File: config.mk
export PLATFORM = sky130hd
export DESIGN_NAME = topo_index_conv
export DESIGN_NICKNAME = d
export VERILOG_FILES = /design/src/rtl/topo_pkg.sv /design/src/rtl/topo_seq.sv /design/src/rtl/topo_emit_buf.sv /design/src/rtl/topo_index_conv.sv
export SDC_FILE = /design/constraint.sdc
export NUM_CORES = 1
export LEC_CHECK = 0
export BUFFER_PORTS_ARGS = -buffer_cell sky130_fd_sc_hd__buf_2
export CORE_UTILIZATION = 65
export CTS_CLUSTER_SIZE = 25
export DETAILED_ROUTE_END_ITERATION = 8
export GPL_ROUTABILITY_DRIVEN = 0
export PLACE_DENSITY_LB_ADDON = 0.25
export SYNTH_ARGS = -nofsm -noshare
export SYNTH_HDL_FRONTEND = slang
export SYNTH_SLANG_ARGS = --single-unit
File: constraint.sdc
create_clock -name clk -period 21.7 [get_ports clk]
set_input_delay 2.17 -clock clk [delete_from_list [all_inputs] [get_ports clk]]
set_output_delay 2.17 -clock clk [all_outputs]
set_load 0.05 [all_outputs]
File: src/rtl/topo_pkg.sv
package topo_pkg;

    typedef enum logic [1:0] {
        TOPO_FAN  = 2'd0,
        TOPO_LOOP = 2'd1,
        TOPO_QUAD = 2'd2,
        TOPO_DROP = 2'd3
    } topo_e;

    typedef struct packed {
        topo_e topo;
        logic  rst_en;
    } draw_mode_t;

    // Largest burst one input index can produce (a closed quad).
    localparam int EMIT_MAX   = 6;
    localparam int EMIT_CNT_W = $clog2(EMIT_MAX + 1);

    function automatic int unsigned bound_count(topo_e t, int unsigned n);
        unique case (t)
            TOPO_FAN:  return (n > 2) ? (n - 2) * 3 : 0;
            TOPO_LOOP: return (n > 1) ? n + 1 : 0;
            TOPO_QUAD: return (n / 4) * 6;
            default:   return 0;
        endcase
    endfunction

endpackage

File: src/rtl/topo_seq.sv
module topo_seq
    import topo_pkg::*;
#(
    parameter int IDX_W = 32
) (
    input  logic             clk,
    input  logic             rst,
    input  logic             start,
    input  logic             take,
    input  logic             is_last,
    input  draw_mode_t       mode,
    input  logic [IDX_W-1:0] rst_val,
    input  logic [IDX_W-1:0] idx,
    output logic [IDX_W-1:0] list_o [EMIT_MAX],
    output logic [EMIT_CNT_W-1:0] list_n
);

    // pos: indices seen in the current primitive (saturates at 2 for fan
    // and loop, wraps modulo 4 for quad).
    logic [1:0]       pos, pos_nx;
    logic [IDX_W-1:0] first, first_nx;
    logic [IDX_W-1:0] prev, prev_nx;
    logic [IDX_W-1:0] qb, qb_nx;
    logic [IDX_W-1:0] qc, qc_nx;
    logic             seg_break;

    assign seg_break = mode.rst_en && (idx == rst_val);

    always_comb begin
        for (int k = 0; k < EMIT_MAX; k++) list_o[k] = '0;
        list_n   = '0;
        pos_nx   = pos;
        first_nx = first;
        prev_nx  = prev;
        qb_nx    = qb;
        qc_nx    = qc;
        if (seg_break) begin
            pos_nx = 2'd0;
            if (mode.topo == TOPO_LOOP && pos == 2'd2) begin
                list_o[0] = first;
                list_n    = EMIT_CNT_W'(1);
            end
        end else begin
            unique case (mode.topo)
                TOPO_FAN: begin
                    if (pos == 2'd0) begin
                        first_nx = idx;
                        pos_nx   = 2'd1;
                    end else if (pos == 2'd1) begin
                        prev_nx = idx;
                        pos_nx  = 2'd2;
                    end else begin
                        list_o[0] = prev;
                        list_o[1] = idx;
                        list_o[2] = first;
                        list_n    = EMIT_CNT_W'(3);
                        prev_nx   = idx;
                    end
                end
                TOPO_LOOP: begin
                    if (pos == 2'd0) begin
                        first_nx = idx;
                        pos_nx   = 2'd1;
                    end else if (pos == 2'd1) begin
                        list_o[0] = first;
                        list_o[1] = idx;
                        list_o[2] = first;
                        list_n    = is_last ? EMIT_CNT_W'(3) : EMIT_CNT_W'(2);
                        pos_nx    = 2'd2;
                    end else begin
                        list_o[0] = idx;
                        list_o[1] = first;
                        list_n    = is_last ? EMIT_CNT_W'(2) : EMIT_CNT_W'(1);
                    end
                end
                TOPO_QUAD: begin
                    pos_nx = pos + 2'd1;
                    if (pos == 2'd0) first_nx = idx;
                    else if (pos == 2'd1) qb_nx = idx;
                    else if (pos == 2'd2) qc_nx = idx;
                    else begin
                        list_o[0] = first;
                        list_o[1] = qb;
                        list_o[2] = qc;
                        list_o[3] = first;
                        list_o[4] = qc;
                        list_o[5] = idx;
                        list_n    = EMIT_CNT_W'(6);
                    end
                end
                default: begin
                    pos_nx = 2'd0;
                end
            endcase
        end
    end

    always_ff @(posedge clk) begin
        if (rst) begin
            pos   <= '0;
            first <= '0;
            prev  <= '0;
            qb    <= '0;
            qc    <= '0;
        end else if (start) begin
            pos <= '0;
        end else if (take) begin
            pos   <= pos_nx;
            first <= first_nx;
            prev  <= prev_nx;
            qb    <= qb_nx;
            qc    <= qc_nx;
        end
    end

endmodule

File: src/rtl/topo_emit_buf.sv
module topo_emit_buf
    import topo_pkg::*;
#(
    parameter int IDX_W = 32
) (
    input  logic                  clk,
    input  logic                  rst,
    input  logic                  load,
    input  logic [IDX_W-1:0]      load_list [EMIT_MAX],
    input  logic [EMIT_CNT_W-1:0] load_n,
    input  logic                  out_ready,
    output logic                  out_valid,
    output logic [IDX_W-1:0]      out_idx,
    output logic                  empty,
    output logic                  drain_last
);

    logic [IDX_W-1:0]      slot [EMIT_MAX];
    logic [EMIT_CNT_W-1:0] cnt;
    logic [EMIT_CNT_W-1:0] rd;
    logic                  fire;

    assign out_valid  = (rd != cnt);
    assign empty      = !out_valid;
    assign fire       = out_valid && out_ready;
    assign drain_last = fire && (rd + EMIT_CNT_W'(1) == cnt);
    assign out_idx    = slot[rd];

    always_ff @(posedge clk) begin
        if (rst) begin
            cnt <= '0;
            rd  <= '0;
            for (int k = 0; k < EMIT_MAX; k++) slot[k] <= '0;
        end else if (load) begin
            for (int k = 0; k < EMIT_MAX; k++) slot[k] <= load_list[k];
            cnt <= load_n;
            rd  <= '0;
        end else if (fire) begin
            rd <= rd + EMIT_CNT_W'(1);
        end
    end

    AST_OUT_HOLD: assert property (@(posedge clk) disable iff (rst)
        out_valid && !out_ready |=> out_valid && $stable(out_idx));

    AST_LOAD_ROOM: assert property (@(posedge clk) disable iff (rst)
        load |-> (empty || drain_last));

endmodule

File: src/rtl/topo_index_conv.sv
module topo_index_conv
    import topo_pkg::*;
#(
    parameter int IDX_W = 32,
    parameter int CNT_W = 16
) (
    input  logic                 clk,
    input  logic                 rst,
    input  logic                 cmd_valid,
    output logic                 cmd_ready,
    input  logic [1:0]           cmd_topo,
    input  logic [CNT_W-1:0]     cmd_count,
    input  logic                 cmd_rst_en,
    input  logic [IDX_W-1:0]     cmd_rst_idx,
    output logic [CNT_W+1:0]     hdr_max_count,
    input  logic                 in_valid,
    output logic                 in_ready,
    input  logic [IDX_W-1:0]     in_idx,
    output logic                 out_valid,
    input  logic                 out_ready,
    output logic [IDX_W-1:0]     out_idx
);

    localparam int OUT_CNT_W = CNT_W + 2;

    logic                  busy;
    logic [CNT_W-1:0]      remaining;
    draw_mode_t            mode;
    logic [IDX_W-1:0]      rst_val;
    logic                  start, take, is_last;
    logic                  buf_empty, buf_drain_last;
    logic [IDX_W-1:0]      list [EMIT_MAX];
    logic [EMIT_CNT_W-1:0] list_n;

    assign cmd_ready = !busy;
    assign start     = cmd_valid && cmd_ready;
    assign in_ready  = busy && (remaining != '0) && (buf_empty || buf_drain_last);
    assign take      = in_valid && in_ready;
    assign is_last   = (remaining == CNT_W'(1));

    always_ff @(posedge clk) begin
        if (rst) begin
            busy          <= 1'b0;
            remaining     <= '0;
            mode          <= '{topo: TOPO_FAN, rst_en: 1'b0};
            rst_val       <= '0;
            hdr_max_count <= '0;
        end else if (start) begin
            busy          <= (cmd_count != '0);
            remaining     <= cmd_count;
            mode          <= '{topo: topo_e'(cmd_topo), rst_en: cmd_rst_en};
            rst_val       <= cmd_rst_idx;
            hdr_max_count <= OUT_CNT_W'(bound_count(topo_e'(cmd_topo), 32'(cmd_count)));
        end else begin
            if (take) remaining <= remaining - CNT_W'(1);
            if (busy && remaining == '0 && buf_empty) busy <= 1'b0;
        end
    end

    topo_seq #(.IDX_W(IDX_W)) u_seq (
        .clk     (clk),
        .rst     (rst),
        .start   (start),
        .take    (take),
        .is_last (is_last),
        .mode    (mode),
        .rst_val (rst_val),
        .idx     (in_idx),
        .list_o  (list),
        .list_n  (list_n)
    );

    topo_emit_buf #(.IDX_W(IDX_W)) u_buf (
        .clk        (clk),
        .rst        (rst),
        .load       (take),
        .load_list  (list),
        .load_n     (list_n),
        .out_ready  (out_ready),
        .out_valid  (out_valid),
        .out_idx    (out_idx),
        .empty      (buf_empty),
        .drain_last (buf_drain_last)
    );

    // Emitted-index tally of the current draw, used by the bound check.
    logic [OUT_CNT_W-1:0] emitted;
    always_ff @(posedge clk) begin
        if (rst || start) emitted <= '0;
        else if (out_valid && out_ready) emitted <= emitted + OUT_CNT_W'(1);
    end

    AST_EMIT_BOUND: assert property (@(posedge clk) disable iff (rst)
        !start |-> emitted <= hdr_max_count);

    AST_CMD_IDLE: assert property (@(posedge clk) disable iff (rst)
        start |-> !out_valid);

    AST_IDLE_NO_INPUT: assert property (@(posedge clk) disable iff (rst)
        cmd_ready |-> !in_ready);

endmodule

==> out/qor.yml, run 1 <==
route:
  drtAntennaViolNets: 0
  vias_per_cell: 6.44
  initialDrtViolationCount: 1907
  detailedRoute.firstPassIterationCount: 6
  detail_route.wl_per_cell_um: 21.7
  via_count: 17200
  detail_route.drc_violations: 0
  totalWireLength_mm: 57.8
global_routing:
  grt.busiest_layer: "met2"
  number_of_antenna_violations_at_the_first_check_in_global_routing: 1
  met1_demand_to_capacity_share_in_global_routing_pct: 44.0
  grtUsageTotal_pct: 33.7
  grt_util_met2_pct: 55.1
  overflow: 0
  global_route_wire_length_before_repair_mm: 89.2
  grt_start_max_net_pins: 126
  groute.layer.met3.usage_pct: 5.21
  grt_pass1_vias: 16600
power_and_ir_drop:
  cellInternalPower_mw: 1.33
  powerDensity_nw_per_um2: 77.2
  power_frac_comb_pct: 16.3
  power.share.sequential_pct: 46.2
  p_clk_share_pct: 37.6
  p_sw_mw: 0.518
  static_leakage_power_nw: 9.29
  ir_drop_mv: 0.0568
  power.switching_fraction_pct: 28.0
timing:
  fin_setup_tns_ps: 0
  timing.final.hold_violations: 0
  worstMarginPinSlew_ps: 1240
  relSlewSlack_pct: 16.7
  fin_worst_skew_ps: 13.5
  setup_viol: 0
  grt_setup_unrepaired: "false"
  finalCritPeriodShare_pct: 26.1
  fmax_mhz: 176
  finalMaxSlewViolations: 0
  layout_min_cycle_time_ps: 5670
  layout_setup_ws_ps: 16030
synth:
  post_synth_main_area_contributors: "sky130_fd_sc_hd__edfxtp_1 27%, sky130_fd_sc_hd__dfxtp_1 19%, sky130_fd_sc_hd__mux2i_1 7.5%"
  synth-main-ff-cell: "sky130_fd_sc_hd__dfxtp_1"
  syn_avg_cell_area_um2: 10.2
  synthDistinctLibCells: 77
  synth.most_common_cell: "sky130_fd_sc_hd__dfxtp_1"
  synth_enable_flop_cells: 192
  yosysTopAreaCell: "sky130_fd_sc_hd__edfxtp_1"
  synth-seq-cells: 401
  yosys_warnings: 0
  synthTopCellsByCount: "209 x sky130_fd_sc_hd__dfxtp_1, 192 x sky130_fd_sc_hd__edfxtp_1, 166 x sky130_fd_sc_hd__a21oi_1, 166 x sky130_fd_sc_hd__nand2b_1, 162 x sky130_fd_sc_hd__mux2i_1"
  synth_fp_nets: 2287
  fraction_of_synthesis_flops_using_an_asynchronous_set_or_reset_pin_pct: 0
  syn-cell-area_um2: 21700
  fraction_of_synthesized_cell_area_taken_by_the_top_area_cell_type_pct: 26.5
  synth_sequential_area_ratio_pct: 45.8
  synth_cells: 2121
clock_network:
  clock_latency_ps: 550
  cts_inserted_buffers: 42
  post_cts_resize_count: 0
  clock_tree_from_tritoncts: "yes"
  clock_tree.buffer_depth: 3
  tritoncts_num_sinks: 401
  worst_path_clk_slew_ps: 50
  hold_buffers: 0
  ctsRootBufferMaster: "sky130_fd_sc_hd__clkbuf_16"
  post-cts-setup-buffer-count: 0
  htree_levels: 2
status:
  result_of_the_run: "finished clean"
final_layout:
  multi_input_comb_area_um2: 11100
  relative_area_change_from_synthesis_to_final_layout_pct: 10.4
  num-nets-final: 2356
  seq_area_um2: 9960
  drive_above_1_share_pct: 14.3
  filler_cell_count: 2298
  fin_util_pct: 73.4
critical_path:
  worst_r2r_path_depth: 8
  crit-reg2reg-launch: "remaining[5]$_SDFFE_PP0P_"
  cp-end-kind: "register"
  start_kind: "input port"
  worst-endpoint-arrival_ps: 6090
  worst-endpoint-required_ps: 22120
  worstSetupPathType: "input port to register"
  reg2reg_slack_ps: 17860
  timing.critical_path.fanout_max: 7
  endpoint: "hdr_max_count[17]$_SDFFE_PP0P_"
  worst_r2r_endpoint: "u_buf.slot[2][30]$_SDFFCE_PP0P_"
  crit_start: "cmd_count[3]"
die:
  die_y_um: 185
  io-pin-count: 141
  core_area_um2: 32700
  start_util_pct: 66.5
  fp.dieArea_um2: 34200
  core.rowCount: 66
  chipWidth_um: 185
placement:
  dpl.hpwl_mm: 36.3
  port-buffer-count: 140
  placement.setup.worst_slack_ps: 15670
run:
  max_capacitance_violation_total: 0
hold_path:
  hold_class: "register to register"
[cell families after synthesis]
| family | share of synthesized area [%] |
|---|---|
| and+or+nand+nor | 17.7 |
| AOI/OAI and AO/OA | 12.3 |
| DFF | 45.8 |
| muxes | 12.5 |
| buffers and inverters | 3.47 |
| xor gates and xnor gates | 3.69 |
| adders and majority gates | 4.56 |
[stage by stage]
stage / hold WS, ps / total power, mW / cell area, um2 / std cells
global route: 485 / 1.91 / 24000 / 2666
floorplan: 445 / 1.08 / 21700 / 2121
CTS: 457 / 1.85 / 24000 / 2666
global placement: 433 / 1.15 / 22700 / 2588
detailed placement: 443 / 1.16 / 22700 / 2588
finish: 462 / 1.85 / 24000 / 2667
[layer usage]
| metal | wire length (um) | part of all wire, % | up-vias |
|---|---|---|---|
| li1 | - | - | 7818 |
| met1 | 22800 | 39 | 8221 |
| met2 | 27100 | 47 | 946 |
| met3 | 5570 | 9.6 | 186 |
| met4 | 2310 | 4.0 | 0 |
| met5 | 0 | 0 | - |
[power groups by stage]
stage / registers, mW / logic, mW / clock network [mW]
floorplan: 0.874 / 0.210 / 0
global placement: 0.868 / 0.287 / 0
detailed placement: 0.870 / 0.294 / 0
CTS: 0.854 / 0.296 / 0.698
global route: 0.858 / 0.322 / 0.730
finish: 0.855 / 0.301 / 0.696
[cell usage in the layout (no fill, tap or decap), types with 23 or more instances in the layout]
master	instances
sky130_fd_sc_hd__a21oi_1	165
sky130_fd_sc_hd__a22oi_1	97
sky130_fd_sc_hd__and2_1	99
sky130_fd_sc_hd__buf_2	139
sky130_fd_sc_hd__buf_4	31
sky130_fd_sc_hd__clkbuf_16	43
sky130_fd_sc_hd__dfxtp_1	205
sky130_fd_sc_hd__edfxtp_1	192
sky130_fd_sc_hd__ha_1	76
sky130_fd_sc_hd__inv_1	41
sky130_fd_sc_hd__mux2_2	33
sky130_fd_sc_hd__mux2i_1	162
sky130_fd_sc_hd__mux4_2	32
sky130_fd_sc_hd__nand2_1	156
sky130_fd_sc_hd__nand2b_1	166
sky130_fd_sc_hd__nand3_1	52
sky130_fd_sc_hd__nor2_1	113
sky130_fd_sc_hd__nor3_1	23
sky130_fd_sc_hd__o21ai_0	26
sky130_fd_sc_hd__or3_1	41
sky130_fd_sc_hd__xnor2_1	39
sky130_fd_sc_hd__xor2_1	50
[worst min-delay path by stage]
stage,slack (ps),startpoint,cells after the start,to
2_1_floorplan,440,mode[0]$_SDFFE_PP0P_,2,mode[0]$_SDFFE_PP0P_
3_3_place_gp,430,hdr_max_count[4]$_SDFFE_PP0P_,2,hdr_max_count[4]$_SDFFE_PP0P_
3_5_place_dp,440,hdr_max_count[10]$_SDFFE_PP0P_,2,hdr_max_count[10]$_SDFFE_PP0P_
4_1_cts,460,hdr_max_count[4]$_SDFFE_PP0P_,2,hdr_max_count[4]$_SDFFE_PP0P_
5_1_grt,490,hdr_max_count[10]$_SDFFE_PP0P_,2,hdr_max_count[10]$_SDFFE_PP0P_
6_report,460,hdr_max_count[2]$_SDFFE_PP0P_,2,hdr_max_count[2]$_SDFFE_PP0P_
[state kept, by name, indices dropped and copies added, names as in the netlist, 2 cells and up, named ones only]
| name | count |
|---|---|
| u_buf.slot | 192 |
| rst_val | 32 |
| u_seq.first | 32 |
| u_seq.prev | 32 |
| u_seq.qb | 32 |
| u_seq.qc | 32 |
| hdr_max_count | 18 |
| remaining | 16 |
| mode | 3 |
| u_buf.cnt | 3 |
| u_buf.rd | 3 |
| u_seq.pos | 2 |
[worst max-delay path, cell delays in order]
cell and delay [ps]:
sky130_fd_sc_hd__buf_2 190, sky130_fd_sc_hd__inv_1 120, sky130_fd_sc_hd__ha_1 220, sky130_fd_sc_hd__a21boi_0 310, sky130_fd_sc_hd__nor2b_1 140, sky130_fd_sc_hd__nand2b_1 180
sky130_fd_sc_hd__xnor2_1 270, sky130_fd_sc_hd__inv_1 90, sky130_fd_sc_hd__ha_1 280, sky130_fd_sc_hd__ha_1 270, sky130_fd_sc_hd__a2111oi_0 460, sky130_fd_sc_hd__o21ai_0 290
sky130_fd_sc_hd__a31oi_1 290, sky130_fd_sc_hd__o21ai_0 140, sky130_fd_sc_hd__and4_1 200, sky130_fd_sc_hd__or3b_2 460
[final cells by class]
type / instances / share of cell area (%)
multi-input combinational: 1534 / 46.2
timing repair buffer: 170 / 3.87
antenna: 1 / 0.0104
tap: 442 / 2.30
clock inverter: 17 / 0.626
inverter: 41 / 0.641
sequential: 401 / 41.5
clock buffer: 61 / 4.85
(Power assumes the default switching activity.)
==> run 2, diff against run 1 <==
Settings changed: CORE_UTILIZATION 65 to 62.
Clock period 21.7 ns to 5.6 ns, I/O delays scaled along.
==> run 2 against run 1 <==
Worst setup slack got worse by 15000 ps. Via count about the same. Hold slack worse by 220 ps. Clock power rose to 4.1 times the previous value. Power grew to 3.9 times the previous value. Flip-flop and latch count is the same. Critical path type unchanged. Critical endpoint unchanged.
==> out/qor.yml, run 2 (synthesized netlist as in run 1, its figures left out) <==
status:
  result_of_the_run: "finished clean"
power_and_ir_drop:
  power.share.sequential_pct: 45.5  # -0.7 points
  p_clk_share_pct: 38.6  # +1.0 points
  power_frac_comb_pct: 15.9  # -0.4 points
  p_sw_mw: 2.01  # +290%
  static_leakage_power_nw: 9.36  # +0.70%
  cellInternalPower_mw: 5.28  # +300%
  powerDensity_nw_per_um2: 302  # +290%
  ir_drop_mv: 0.254  # +350%
  power.switching_fraction_pct: 27.6  # -0.37 points
die:
  chipWidth_um: 189  # +2.4%
  die_y_um: 189  # +2.4%
  fp.dieArea_um2: 35800  # +4.8%
  start_util_pct: 62.9  # -3.5 points
  io-pin-count: 141  # unchanged
  core.rowCount: 68  # +3.0%
  core_area_um2: 34500  # +5.6%
clock_network:
  clock_latency_ps: 560  # about the same
  clock_tree.buffer_depth: 3  # unchanged
  ctsRootBufferMaster: "sky130_fd_sc_hd__clkbuf_16"
  tritoncts_num_sinks: 401  # unchanged
  worst_path_clk_slew_ps: 60  # about the same
  htree_levels: 2  # unchanged
  post-cts-setup-buffer-count: 0  # unchanged
  post_cts_resize_count: 0  # unchanged
  hold_buffers: 0  # unchanged
  cts_inserted_buffers: 42  # unchanged
  clock_tree_from_tritoncts: "yes"
placement:
  dpl.hpwl_mm: 37.3  # +2.7%
  port-buffer-count: 140  # unchanged
  dp_cells: 2603  # +0.58%
route:
  dr_wl_met2_mm: 27.4  # +0.98%
  met3_routed_wl_mm: 5.12  # -8.1%
  drt-met1-wl_mm: 23.4  # +2.8%
  detail_route.drc_violations: 0  # unchanged
  drtAntennaViolNets: 0  # unchanged
  detailedRoute.firstPassIterationCount: 6  # unchanged
  highest_routed_metal_layer: "met5"
  totalWireLength_mm: 58.5  # +1.2%
  vias_per_cell: 6.41  # -0.43%
  initialDrtViolationCount: 1724  # -9.6%
  detail_route.wl_per_cell_um: 21.8  # +0.67%
  via_count: 17200  # +0.052%
critical_path:
  worstSetupPathType: "input port to register"
  worst-endpoint-arrival_ps: 4540  # -1550 ps
  timing.critical_path.fanout_max: 7  # unchanged
  critical_path.slowest_cell: "sky130_fd_sc_hd__a2111oi_0"
  worst-endpoint-required_ps: 6020  # -16,100 ps
  worst_path_dominant_cell_family: "compound AO/OA/AOI/OAI gates"
  timing.critical_path.slowest_cell_delay_ps: 480  # +20 ps
  crit_path_cells: "buf_2 -> inv_1 -> ha_1 -> a21boi_0 -> nor2b_1 -> nand2b_1 -> xnor2_1 -> inv_1 -> ha_1 -> ha_1 -> a2111oi_0 -> o21ai_0 -> a31oi_1 -> o21ai_0 -> and4_1 -> or3b_2"
  cpMostUsedCell: "sky130_fd_sc_hd__ha_1"
  start_kind: "input port"
  worst-path-buf-inv: 3  # unchanged
  cp-end-kind: "register"
timing:
  worstMarginPinSlew_ps: 1240  # +2.07 ps
  fmax_mhz: 243
  layout_min_cycle_time_ps: 4120
  finalCritPeriodShare_pct: 73.5
  grt_setup_unrepaired: "false"
  timing.final.hold_violations: 0  # unchanged
  fin_setup_tns_ps: 0  # unchanged
  relSlewSlack_pct: 16.9  # +0.14 points
  fin_worst_skew_ps: 23.2  # +9.78 ps
  finalMaxSlewViolations: 0  # unchanged
  setup_viol: 0  # unchanged
final_layout:
  top_register: "u_buf.slot"
  layout_common_cells: "206 x sky130_fd_sc_hd__dfxtp_1, 192 x sky130_fd_sc_hd__edfxtp_1, 166 x sky130_fd_sc_hd__nand2b_1"
  num-nets-final: 2358  # +0.085%
  fin_util_pct: 69.9  # -3.5 points
  layout_commonest_cell: "sky130_fd_sc_hd__dfxtp_1"
  layout.cells.non_filler: 2680  # +0.49%
  drive_above_1_share_pct: 14.7  # +0.45 points
  number_of_flip_flops_under_the_largest_register_name: 192  # unchanged
  relative_area_change_from_synthesis_to_final_layout_pct: 11.0
global_routing:
  global_route_wire_length_before_repair_mm: 90.9  # +1.9%
  grtUsageTotal_pct: 32.5  # -1.2 points
  grt_start_max_net_pins: 128  # +1.6%
  number_of_antenna_violations_at_the_first_check_in_global_routing: 3  # +2
  grt_pass1_vias: 16700  # +0.69%
  overflow: 0  # unchanged
hold_path:
  hold_class: "input port to register"
run:
  max_capacitance_violation_total: 0  # unchanged
-- run 2: final timing paths --
path,cells after the start,start,slack (ps),to
worst max-delay path,16,cmd_count[3],1480,hdr_max_count[17]$_SDFFE_PP0P_
worst min-delay path,3,cmd_rst_idx[16],240,rst_val[16]$_SDFFE_PP0P_
worst max register to register,9,u_seq.pos[1]$_SDFFE_PP0P_,1980,u_buf.slot[0][8]$_SDFFCE_PN0P_
worst min register to register,2,hdr_max_count[8]$_SDFFE_PP0P_,450,hdr_max_count[8]$_SDFFE_PP0P_
-- run 2: power by group through the flow --
stage	logic, mW	registers, mW	clock network [mW]
floorplan	0.814	3.38	0
global placement	1.11	3.37	0
detailed placement	1.13	3.38	0
CTS	1.14	3.32	2.84
global route	1.24	3.34	2.95
finish	1.16	3.32	2.82
-- run 2: cell type report --
class | instances | area [um2]
timing repair buffer | 172 | 956
sequential | 401 | 9960
inverter | 41 | 154
multi-input combinational | 1534 | 11100
clock buffer | 59 | 1210
clock inverter | 17 | 186
tap | 455 | 569
fill | 2635 | 10400
antenna | 1 | 2.50
-- run 2: tightest hold or removal path: stages --
cell	delay, ps
sky130_fd_sc_hd__buf_2	90
sky130_fd_sc_hd__nand2_1	50
sky130_fd_sc_hd__a21oi_1	50
-- run 2: routing by layer --
metal | vias up | global-route usage, %
li1 | 7838 | -
met1 | 8199 | 42.9
met2 | 941 | 52.9
met3 | 198 | 4.87
met4 | 4 | 15.0
met5 | - | 0
-- run 2: stage by stage --
| stage | setup slack, ps | hold WS (ps) | total power [mW] | cell area (um2) |
|---|---|---|---|---|
| global placement | 1320 | 431 | 4.48 | 22700 |
| detailed placement | 1070 | 439 | 4.52 | 22700 |
| CTS | 1610 | 224 | 7.30 | 24100 |
| finish | 1480 | 241 | 7.30 | 24100 |
| floorplan | 1200 | 445 | 4.19 | 21700 |
| global route | 1120 | 229 | 7.53 | 24100 |
